[src/rtl/tick_intc_pkg.sv]
package tick_intc_pkg;

  parameter int unsigned ADDR_W = 12;
  parameter int unsigned DATA_W = 32;
  localparam int unsigned WIDX_W = ADDR_W - 2;

  typedef enum logic [2:0] {
    SEL_NONE,
    SEL_CFG,
    SEL_CPUID,
    SEL_MASK,
    SEL_TVAL,
    SEL_LBSTAT,
    SEL_TSTAT,
    SEL_ISTAT
  } reg_sel_e;

  // word indices (byte offset / 4)
  localparam logic [WIDX_W-1:0] WI_CFG    = WIDX_W'(10'h000);
  localparam logic [WIDX_W-1:0] WI_CPUID  = WIDX_W'(10'h002);
  localparam logic [WIDX_W-1:0] WI_MASK   = WIDX_W'(10'h004);
  localparam logic [WIDX_W-1:0] WI_TVAL   = WIDX_W'(10'h005);
  localparam logic [WIDX_W-1:0] WI_LBSTAT = WIDX_W'(10'h008);
  localparam logic [WIDX_W-1:0] WI_TSTAT  = WIDX_W'(10'h009);
  localparam logic [WIDX_W-1:0] WI_ISTAT  = WIDX_W'(10'h00A);

  localparam int unsigned LB_LEVEL = 8;
  localparam logic [DATA_W-1:0] LB_CODE = DATA_W'((LB_LEVEL + 1) << 2);

  function automatic reg_sel_e decode_sel(input logic [WIDX_W-1:0] widx);
    reg_sel_e s;
    unique case (widx)
      WI_CFG:    s = SEL_CFG;
      WI_CPUID:  s = SEL_CPUID;
      WI_MASK:   s = SEL_MASK;
      WI_TVAL:   s = SEL_TVAL;
      WI_LBSTAT: s = SEL_LBSTAT;
      WI_TSTAT:  s = SEL_TSTAT;
      WI_ISTAT:  s = SEL_ISTAT;
      default:   s = SEL_NONE;
    endcase
    return s;
  endfunction

endpackage

[src/rtl/tick_prescaler.sv]
module tick_prescaler #(
  parameter int unsigned PRESC_W = 14
) (
  input  logic clk_i,
  input  logic rst_ni,
  output logic tick_o
);

  logic [PRESC_W-1:0] cnt_q;

  always_ff @(posedge clk_i or negedge rst_ni) begin
    if (!rst_ni) cnt_q <= '0;
    else         cnt_q <= cnt_q + 1'b1;
  end

  assign tick_o = &cnt_q;

  generate
    if (PRESC_W > 1) begin : g_tick_chk
      assert_tick_single_R9: assert property (@(posedge clk_i) disable iff (!rst_ni)
        tick_o |=> !tick_o);
    end
  endgenerate

endmodule

[src/rtl/interval_counter.sv]
module interval_counter #(
  parameter int unsigned W = 32
) (
  input  logic         clk_i,
  input  logic         rst_ni,
  input  logic         tick_i,
  input  logic         gate_en_i,
  input  logic         load_i,
  input  logic [W-1:0] load_val_i,
  input  logic         ack_i,
  output logic [W-1:0] reload_o,
  output logic         irq_o
);

  logic [W-1:0] reload_q, count_q;
  logic         irq_q;
  logic         reload_pos, count_pos, dec_ok;

  assign reload_pos = !reload_q[W-1] && (|reload_q);
  assign count_pos  = !count_q[W-1]  && (|count_q);
  assign dec_ok     = tick_i && gate_en_i && reload_pos && count_pos;

  always_ff @(posedge clk_i or negedge rst_ni) begin
    if (!rst_ni) begin
      reload_q <= '0;
      count_q  <= '0;
    end else if (load_i) begin
      reload_q <= load_val_i;
      count_q  <= load_val_i;
    end else if (ack_i) begin
      count_q  <= reload_q;
    end else if (dec_ok) begin
      count_q  <= count_q - 1'b1;
    end
  end

  // positive count reaching zero: only from exactly one
  always_ff @(posedge clk_i or negedge rst_ni) begin
    if (!rst_ni)                                irq_q <= 1'b0;
    else if (ack_i)                             irq_q <= 1'b0;
    else if (dec_ok && count_q == W'(1))        irq_q <= 1'b1;
  end

  assign reload_o = reload_q;
  assign irq_o    = irq_q;

  assert_hold_no_tick_R3: assert property (@(posedge clk_i) disable iff (!rst_ni)
    (!tick_i && !load_i && !ack_i) |=> $stable(count_q));
  assert_hold_masked_R3: assert property (@(posedge clk_i) disable iff (!rst_ni)
    (!gate_en_i && !load_i && !ack_i) |=> $stable(count_q));
  assert_irq_on_tick_R4: assert property (@(posedge clk_i) disable iff (!rst_ni)
    $rose(irq_o) |-> $past(tick_i));
  assert_ack_clears_R5: assert property (@(posedge clk_i) disable iff (!rst_ni)
    ack_i |=> !irq_o);
  assert_load_reload_R2: assert property (@(posedge clk_i) disable iff (!rst_ni)
    load_i |=> reload_o == $past(load_val_i));

endmodule

[src/rtl/intc_regfile.sv]
module intc_regfile
  import tick_intc_pkg::*;
#(
  parameter logic [DATA_W-1:0] CPU_ID = '0
) (
  input  logic              clk_i,
  input  logic              rst_ni,
  input  logic              req_i,
  input  logic              we_i,
  input  logic [ADDR_W-1:0] addr_i,
  input  logic [DATA_W-1:0] wdata_i,
  input  logic              lb_pend_i,
  input  logic              ipi_set_i,
  input  logic [DATA_W-1:0] reload_i,
  output logic [DATA_W-1:0] mask_o,
  output logic              tval_load_o,
  output logic              tstat_ack_o,
  output logic              ipi_irq_o,
  output logic [DATA_W-1:0] rdata_o
);

  reg_sel_e          sel;
  logic [DATA_W-1:0] mask_q, rdata_q, rd_mux;
  logic              ipi_q, ipi_ack;
  logic              unused_addr_lsb;

  assign unused_addr_lsb = ^addr_i[1:0];
  assign sel = decode_sel(addr_i[ADDR_W-1:2]);

  assign tval_load_o = req_i && we_i && (sel == SEL_TVAL);
  assign tstat_ack_o = req_i && (sel == SEL_TSTAT);
  assign ipi_ack     = req_i && (sel == SEL_ISTAT);

  always_ff @(posedge clk_i or negedge rst_ni) begin
    if (!rst_ni)                             mask_q <= '0;
    else if (req_i && we_i && sel == SEL_MASK) mask_q <= wdata_i;
  end

  // new request wins over a same-cycle acknowledge
  always_ff @(posedge clk_i or negedge rst_ni) begin
    if (!rst_ni)        ipi_q <= 1'b0;
    else if (ipi_set_i) ipi_q <= 1'b1;
    else if (ipi_ack)   ipi_q <= 1'b0;
  end

  always_comb begin
    unique case (sel)
      SEL_CPUID:  rd_mux = CPU_ID;
      SEL_MASK:   rd_mux = mask_q;
      SEL_TVAL:   rd_mux = reload_i;
      SEL_LBSTAT: rd_mux = lb_pend_i ? LB_CODE : '0;
      default:    rd_mux = '0;
    endcase
  end

  always_ff @(posedge clk_i or negedge rst_ni) begin
    if (!rst_ni)             rdata_q <= '0;
    else if (req_i && !we_i) rdata_q <= rd_mux;
  end

  assign mask_o    = mask_q;
  assign ipi_irq_o = ipi_q;
  assign rdata_o   = rdata_q;

  assert_rdata_hold_R1: assert property (@(posedge clk_i) disable iff (!rst_ni)
    !(req_i && !we_i) |=> $stable(rdata_o));
  assert_ipi_set_R6: assert property (@(posedge clk_i) disable iff (!rst_ni)
    ipi_set_i |=> ipi_irq_o);
  assert_ipi_ack_R6: assert property (@(posedge clk_i) disable iff (!rst_ni)
    (ipi_ack && !ipi_set_i) |=> !ipi_irq_o);
  assert_mask_hold_R7: assert property (@(posedge clk_i) disable iff (!rst_ni)
    !(req_i && we_i) |=> $stable(mask_o));

endmodule

[src/rtl/tick_intc.sv]
module tick_intc
  import tick_intc_pkg::*;
#(
  parameter int unsigned       PRESC_W = 14,
  parameter logic [DATA_W-1:0] CPU_ID  = '0
) (
  input  logic              clk_i,
  input  logic              rst_ni,
  input  logic              req_i,
  input  logic              we_i,
  input  logic [ADDR_W-1:0] addr_i,
  input  logic [DATA_W-1:0] wdata_i,
  input  logic              lb_pend_i,
  input  logic              ipi_set_i,
  output logic [DATA_W-1:0] rdata_o,
  output logic              timer_irq_o,
  output logic              ipi_irq_o
);

  logic              tick;
  logic              tval_load, tstat_ack;
  logic [DATA_W-1:0] mask, reload;

  tick_prescaler #(.PRESC_W(PRESC_W)) u_presc (
    .clk_i  (clk_i),
    .rst_ni (rst_ni),
    .tick_o (tick)
  );

  intc_regfile #(.CPU_ID(CPU_ID)) u_regs (
    .clk_i       (clk_i),
    .rst_ni      (rst_ni),
    .req_i       (req_i),
    .we_i        (we_i),
    .addr_i      (addr_i),
    .wdata_i     (wdata_i),
    .lb_pend_i   (lb_pend_i),
    .ipi_set_i   (ipi_set_i),
    .reload_i    (reload),
    .mask_o      (mask),
    .tval_load_o (tval_load),
    .tstat_ack_o (tstat_ack),
    .ipi_irq_o   (ipi_irq_o),
    .rdata_o     (rdata_o)
  );

  interval_counter #(.W(DATA_W)) u_timer (
    .clk_i      (clk_i),
    .rst_ni     (rst_ni),
    .tick_i     (tick),
    .gate_en_i  (|mask),
    .load_i     (tval_load),
    .load_val_i (wdata_i),
    .ack_i      (tstat_ack),
    .reload_o   (reload),
    .irq_o      (timer_irq_o)
  );

  assert_tstat_read_zero_R5: assert property (@(posedge clk_i) disable iff (!rst_ni)
    (req_i && !we_i && addr_i[ADDR_W-1:2] == WI_TSTAT) |=> rdata_o == '0);

endmodule

[config.mk]
export PLATFORM = sky130hd
export DESIGN_NAME = tick_intc
export DESIGN_NICKNAME = d
export VERILOG_FILES = /design/src/rtl/tick_intc_pkg.sv /design/src/rtl/tick_prescaler.sv /design/src/rtl/interval_counter.sv /design/src/rtl/intc_regfile.sv /design/src/rtl/tick_intc.sv
export SDC_FILE = /design/constraint.sdc
export NUM_CORES = 1
export LEC_CHECK = 0
export BUFFER_PORTS_ARGS = -buffer_cell sky130_fd_sc_hd__buf_4
export CAP_MARGIN = 0
export CORE_MARGIN = 3
export CORE_UTILIZATION = 50
export DETAILED_ROUTE_END_ITERATION = 16
export GPL_ROUTABILITY_DRIVEN = 0
export GPL_TIMING_DRIVEN = 1
export PLACE_DENSITY = 0.76
export SLEW_MARGIN = 25
export SYNTH_ARGS = -nofsm -noshare
export SYNTH_HDL_FRONTEND = slang
export SYNTH_HIERARCHICAL = 1
export SYNTH_SLANG_ARGS = --single-unit
export TNS_END_PERCENT = 1
[constraint.sdc]
create_clock -name clk_i -period 2.3 [get_ports clk_i]
set_input_delay 0.23 -clock clk_i [delete_from_list [all_inputs] [get_ports clk_i]]
set_output_delay 0.23 -clock clk_i [all_outputs]
set_load 0.02 [all_outputs]
Word-level counts from Yosys, hierarchy flattened:

Index checks and enable logic that the tools add are counted.

* input port bits: 50
* register bits after elaboration: 144
* output and inout port bits: 34
* logic and storage cells: 54

* add/sub/neg operators: 2
* muxes and demuxes: 10
* equality and inequality tests: 12
* reduce and logical (&&, ||, !) cells: 23

Operator list (number)
* two-way mux 32 bit: 3
* one-hot mux 32 bit (3 select lines): 1
* OR reduction 32 bit: 3
* equality test 32 x 1 -> 1 bit (second input constant): 1
* subtractor 32 x 1 -> 32 bit (second input constant): 1
* equality test 10 x 4 -> 1 bit (second input constant): 3
* one-hot mux 3 bit (7 select lines): 1
* equality test 10 x 3 -> 1 bit (second input constant): 2
* adder 14 x 1 -> 14 bit (second input constant): 1
* AND reduction 14 bit: 1
* equality test 3 bit (second input constant): 4
* logical AND 1 bit: 12
* equality test 10 x 2 -> 1 bit (second input constant): 1
* logical NOT 10 bit: 1
* two-way mux 6 bit: 1
* two-way mux 1 bit: 4
* nonzero test 2 bit: 2
* equality test 3 x 2 -> 1 bit (second input constant): 1
* logical NOT 1 bit: 3
* nonzero test 3 bit: 1

Depth between registers and ports, before layout:

* depth after elaboration: 7
* mapped depth: 12
* depth with buffers taken out: 9

Hierarchy:

Netlist, hierarchy kept.

Modules (own cells, without submodules)
* interval_counter: instances 1, area each 3679.8 um^2, cells each 399, seq. area each 1626.6 um^2
* intc_regfile: instances 1, area each 2815.2 um^2, cells each 236, seq. area each 1626.6 um^2
* tick_prescaler: instances 1, area each 610.6 um^2, cells each 51, seq. area each 350.3 um^2
* tick_intc: instances 1, area each 75.1 um^2, cells each 11, seq. area each 0.0 um^2

Worst setup path before layout:

OpenSTA, ideal clock, no wires.

* kind: input to register
* start point: input port addr_i[5]
* end point: register u_timer.reload_q[10], in the netlist u_timer/reload_o[10]
* path buffers: 5
* cell stages on the path: 9
* slack: -0.126 ns
* data required time: 2.175 ns
* library setup time: 0.125 ns
* arrival time: 2.302 ns
* path through: and4bb_2 -> clkbuf_1 -> clkbuf_1 -> nand2_1 -> nor2_1 -> clkbuf_1 -> clkbuf_1 -> buf_1 -> mux2_2

* longest elaborated chain between the ends: 4

RTL lines
* start: declaration: RTL line tick_intc.sv:11 `input logic [ADDR_W-1:0] addr_i,`
* equality test 10 x 4 -> 1 bit, or another cell as far along: RTL line tick_intc_pkg.sv:32 `unique case (widx)`
* one-hot mux 3 bit (7 select lines) (*): RTL line tick_intc_pkg.sv:32
* equality test 3 bit (*): RTL line intc_regfile.sv:30 `assign tval_load_o = req_i && we_i && (sel == SEL_TVAL);`
* logical AND 1 bit (*): RTL line intc_regfile.sv:30
* net tval_load: RTL line tick_intc.sv:21 `logic tval_load, tstat_ack;`
* end signal: assignment: RTL line interval_counter.sv:28 `reload_q <= load_val_i;`
* end: declaration: RTL line interval_counter.sv:15 `logic [W-1:0] reload_q, count_q;`

Mark *: on every way through the listed nets, which the timed path passes. The rest lies on a longest branch.
A chain may end at the register's enable or synchronous reset.

Final worst setup path:

* start point: register u_timer.count_q[23]
* end point: register u_timer.count_q[13]

* longest elaborated chain between the ends: 4

RTL lines
* start: declaration: RTL line interval_counter.sv:15
* start signal: assignment: RTL line interval_counter.sv:29 `count_q <= load_val_i;`
* start signal: assignment: RTL line interval_counter.sv:31 `count_q <= reload_q;`
* start signal: assignment: RTL line interval_counter.sv:33 `count_q <= count_q - 1'b1;`
* OR reduction 32 bit: RTL line interval_counter.sv:20 `assign count_pos = !count_q[W-1] && (|count_q);`
* logical AND 1 bit: RTL line interval_counter.sv:20
* logical AND 1 bit: RTL line interval_counter.sv:21 `assign dec_ok = tick_i && gate_en_i && reload_pos && count_pos;`
* nonzero test 3 bit (no source line)

No other way between the ends.

==> out/qor.yml <==
grt_antenna_before_repair: 0
clk_pin_slew_worst_paths_ns: 0.06
synth.area.top_cells: "dfrtp_1 (50%), mux2_1 (4.7%), a22oi_1 (4.3%), mux2_2 (3.8%), nand2_1 (3.6%)"
avgSynthCellArea_um2: 10.3
placementRows: 43
layout-drive-gt1-share_pct: 28.8
ys_warn_count: 6
drv_slew: 0
intPower_uw: 4210
seq_power_share_pct: 46.8
slew_headroom_pct: 53.3
dr.pass1.iters: 5
multi_input_area_um2: 3360
cpMostUsedCell: "buf_4"
syn_inst: 697
cts_buffers: 17
rsz0062_at_grt: "yes"
critical_path_required_ns: 2.66
port-buffer-count: 81
fin_crit_sh_pct: 100
cts-htree-levels: 4
first_iter_violations: 800
yosysMostFrequentCell: "dfrtp_1"
synth-seq-cells: 144
die_x_um: 126
status: "complete, but fails checks"
register_area_um2: 3600
worst-path-max-fanout: 4
startpoint_type: "register"
leakagePower_uw: 0.00407
grt_pass1_vias: 6286
synth_commonest_cells: "dfrtp_1 (144), nand2_1 (69), a21oi_1 (47)"
max_freq_mhz: 434
wl_mm: 20.1
dieHeight_um: 126
critPathSlowestCell: "nor4_1"
cts_max_path_buffers: 2
synth_enable_flop_cells: 0
synth_fp_nets: 750
drv_cap: 0
fin_ws_ns: -0.00503
diodes: 0
worst_setup_path_end_kind: "register"
clock_sinks: 144
syn_to_final_growth_pct: 25.0
fin_util_pct: 64.2
start_util_pct: 51.3
async_flop_share_pct: 100
hpwl_mm: 14.1
worstMarginPinSlew_ns: 0.697
hold_path.class: "in2reg"
grt_pass1_wl_mm: 32.5
layoutNonFillerInstCount: 1007
overflow: 0
crit_buf_inv: 2
violations: "negative setup slack"
synth_cell_types: 77
cts_root_buf: "clkbuf_16"
fill_cells: 1061
cts_tree: "built"
p_per_area_nw_per_um2: 613
track_usage_pct: 25.6
dp_cells: 967
synth_top_area_share_pct: 50.2
p_sw_uw: 1290
seq_area_frac_synth_pct: 50.2
core-area_um2: 14000
synth_top_area_cell: "dfrtp_1"
finalCriticalPeriod_ns: 2.31
drc_errors: 0
synthFlopType: "dfrtp_1"
path_cells: "nor4_1 > nand2_1 > nor4b_4 > buf_4 > nor2_2 > buf_4 > a31o_2 > a21oi_2"
swShare_pct: 23.5
p_clk_share_pct: 48.7
ant_nets: 0
max_stage_delay_ns: 0.43
synth_area_um2: 7180
grt_max_degree: 67
nets: 867
ir_worst_vdd_v: 0.000387
clk_latency_ns: 0.43
hold_viol: 0
viasPerCell: 6.23
num_vias: 6270
critPathTopFamily: "simple AND/OR/NAND/NOR gates"
io_pins: 84
critPathArrivalTime_ns: 2.66
p_comb_share_pct: 4.5
wire_per_inst_um: 19.9
setup_viol_count_final: 1
dieArea_um2: 15800
critical_path_class: "reg2reg"
skew_ns: 0.00880
==> placed cells by master (no fill, tap or decap), types with 7 or more instances in the layout <==
master / Yosys / layout
xor2_1: 8 / 8
mux2_2: 24 / 24
dfrtp_1: 144 / 144
nand3_1: 17 / 15
a22oi_1: 41 / 41
nand4_1: 8 / 8
clkbuf_16: 0 / 17
nor3_1: 17 / 16
a21oi_1: 47 / 45
buf_4: 0 / 133
nand2_1: 69 / 69
nor2_1: 28 / 27
a31oi_1: 7 / 7
inv_1: 24 / 23
xnor2_1: 7 / 7
nor4_1: 23 / 19
o21ai_0: 37 / 36
mux2_1: 30 / 30
o21ai_1: 27 / 28
==> layer usage <==
layer  up-vias  share of wire [%]  global-route usage, %
li1       2848                  -                      -
met1      3062                 42                   34.2
met2       309                 48                   41.8
met3        51                7.5                   5.56
met4         0                2.6                   8.71
met5         -                  0                      0
==> registers in the layout (all words and copies together) (netlist names) <==
register	flops
u_regs/mask_o	32
u_presc/cnt_q	14
u_timer/irq_o	1
u_regs/ipi_irq_o	1
u_timer/reload_o	32
u_regs/rdata_o	32
u_timer/count_q	32
==> cell families (layout without fill, tap and decap cells) <==
kind of cell / Yosys count / after routing / share of synthesized area, %
AOI/OAI and AO/OA: 212 / 212 / 19.2
and+or+nand+nor: 200 / 200 / 15.1
DFF: 144 / 144 / 50.2
buffers and inverters: 67 / 197 / 4.41
muxes: 56 / 56 / 8.75
xor gates and xnor gates: 15 / 15 / 1.83
adders and majority gates: 3 / 3 / 0.523
==> metrics by stage <==
step	setup slack (ns)	area, um^2	hold WS, ns	power, uW	setup TNS, ns
after global routing	-0.0761	8970	0.0344	5660	-0.459
after global placement	0.0812	8250	0.253	2850	0
final	-0.00503	8970	0.0279	5500	-0.00503
after CTS	0.00414	8890	0.0223	5530	0
after detailed placement	0.0320	8250	0.264	2860	0
after floorplan	-0.0996	7180	-0.0656	2680	-1.00
==> worst register-to-register path: stages, from the launching register on <==
cell     delay [ns]
dfrtp_1        0.42
nor4_1         0.43
nand2_1        0.20
nor4b_4        0.43
buf_4          0.19
nor2_2         0.04
buf_4          0.15
a31o_2         0.24
a21oi_2        0.14
==> power groups by stage <==
stage	Clock [uW]	Combinational, uW	Sequential [uW]
2_1_floorplan	0	65.3	2610
3_5_place_dp	0	240	2620
4_1_cts	2710	244	2570
3_3_place_gp	0	232	2620
6_report	2680	247	2570
5_1_grt	2820	272	2570
==> cell type report <==
cell class	count	area share, %
flip-flops and latches	144	40.2
repair buffers	141	12.5
clock buffers	19	5.05
multi-input cells	486	37.4
clock inverters	13	1.37
inverters	24	1.00
well taps	180	2.51
==> path summary, 6_finish.rpt <==
check / from / to / slack [ns] / cells past startpoint
max in group asynchronous: rst_ni / u_timer/count_q[17]$_DFFE_PN0P_ / 1.19 / 3
max: u_timer/count_q[23]$_DFFE_PN0P_ / u_timer/count_q[13]$_DFFE_PN0P_ / -0.005 / 8
min reg2reg: u_presc/cnt_q[13]$_DFF_PN0_ / u_presc/cnt_q[13]$_DFF_PN0_ / 0.46 / 1
min: wdata_i[24] / u_regs/mask_o[24]$_DFFE_PN0P_ / 0.03 / 2
max reg2reg: u_timer/count_q[23]$_DFFE_PN0P_ / u_timer/count_q[13]$_DFFE_PN0P_ / -0.005 / 8
min in group asynchronous: rst_ni / u_regs/rdata_o[27]$_DFFE_PN0P_ / 0.36 / 2
==> what timing repair did <==
| item | CTS | global route |
|---|---|---|
| gates cloned | 0 | 0 |
| gates resized for setup | 4 | 15 |
| endpoints found under the setup margin | 1 | 26 |
| endpoints found under the hold margin | 64 | 0 |
| hold buffers | 2 | 0 |
| pin swaps | 1 | 1 |
| buffers inserted | 3 | 3 |
(Power assumes the default switching activity.)
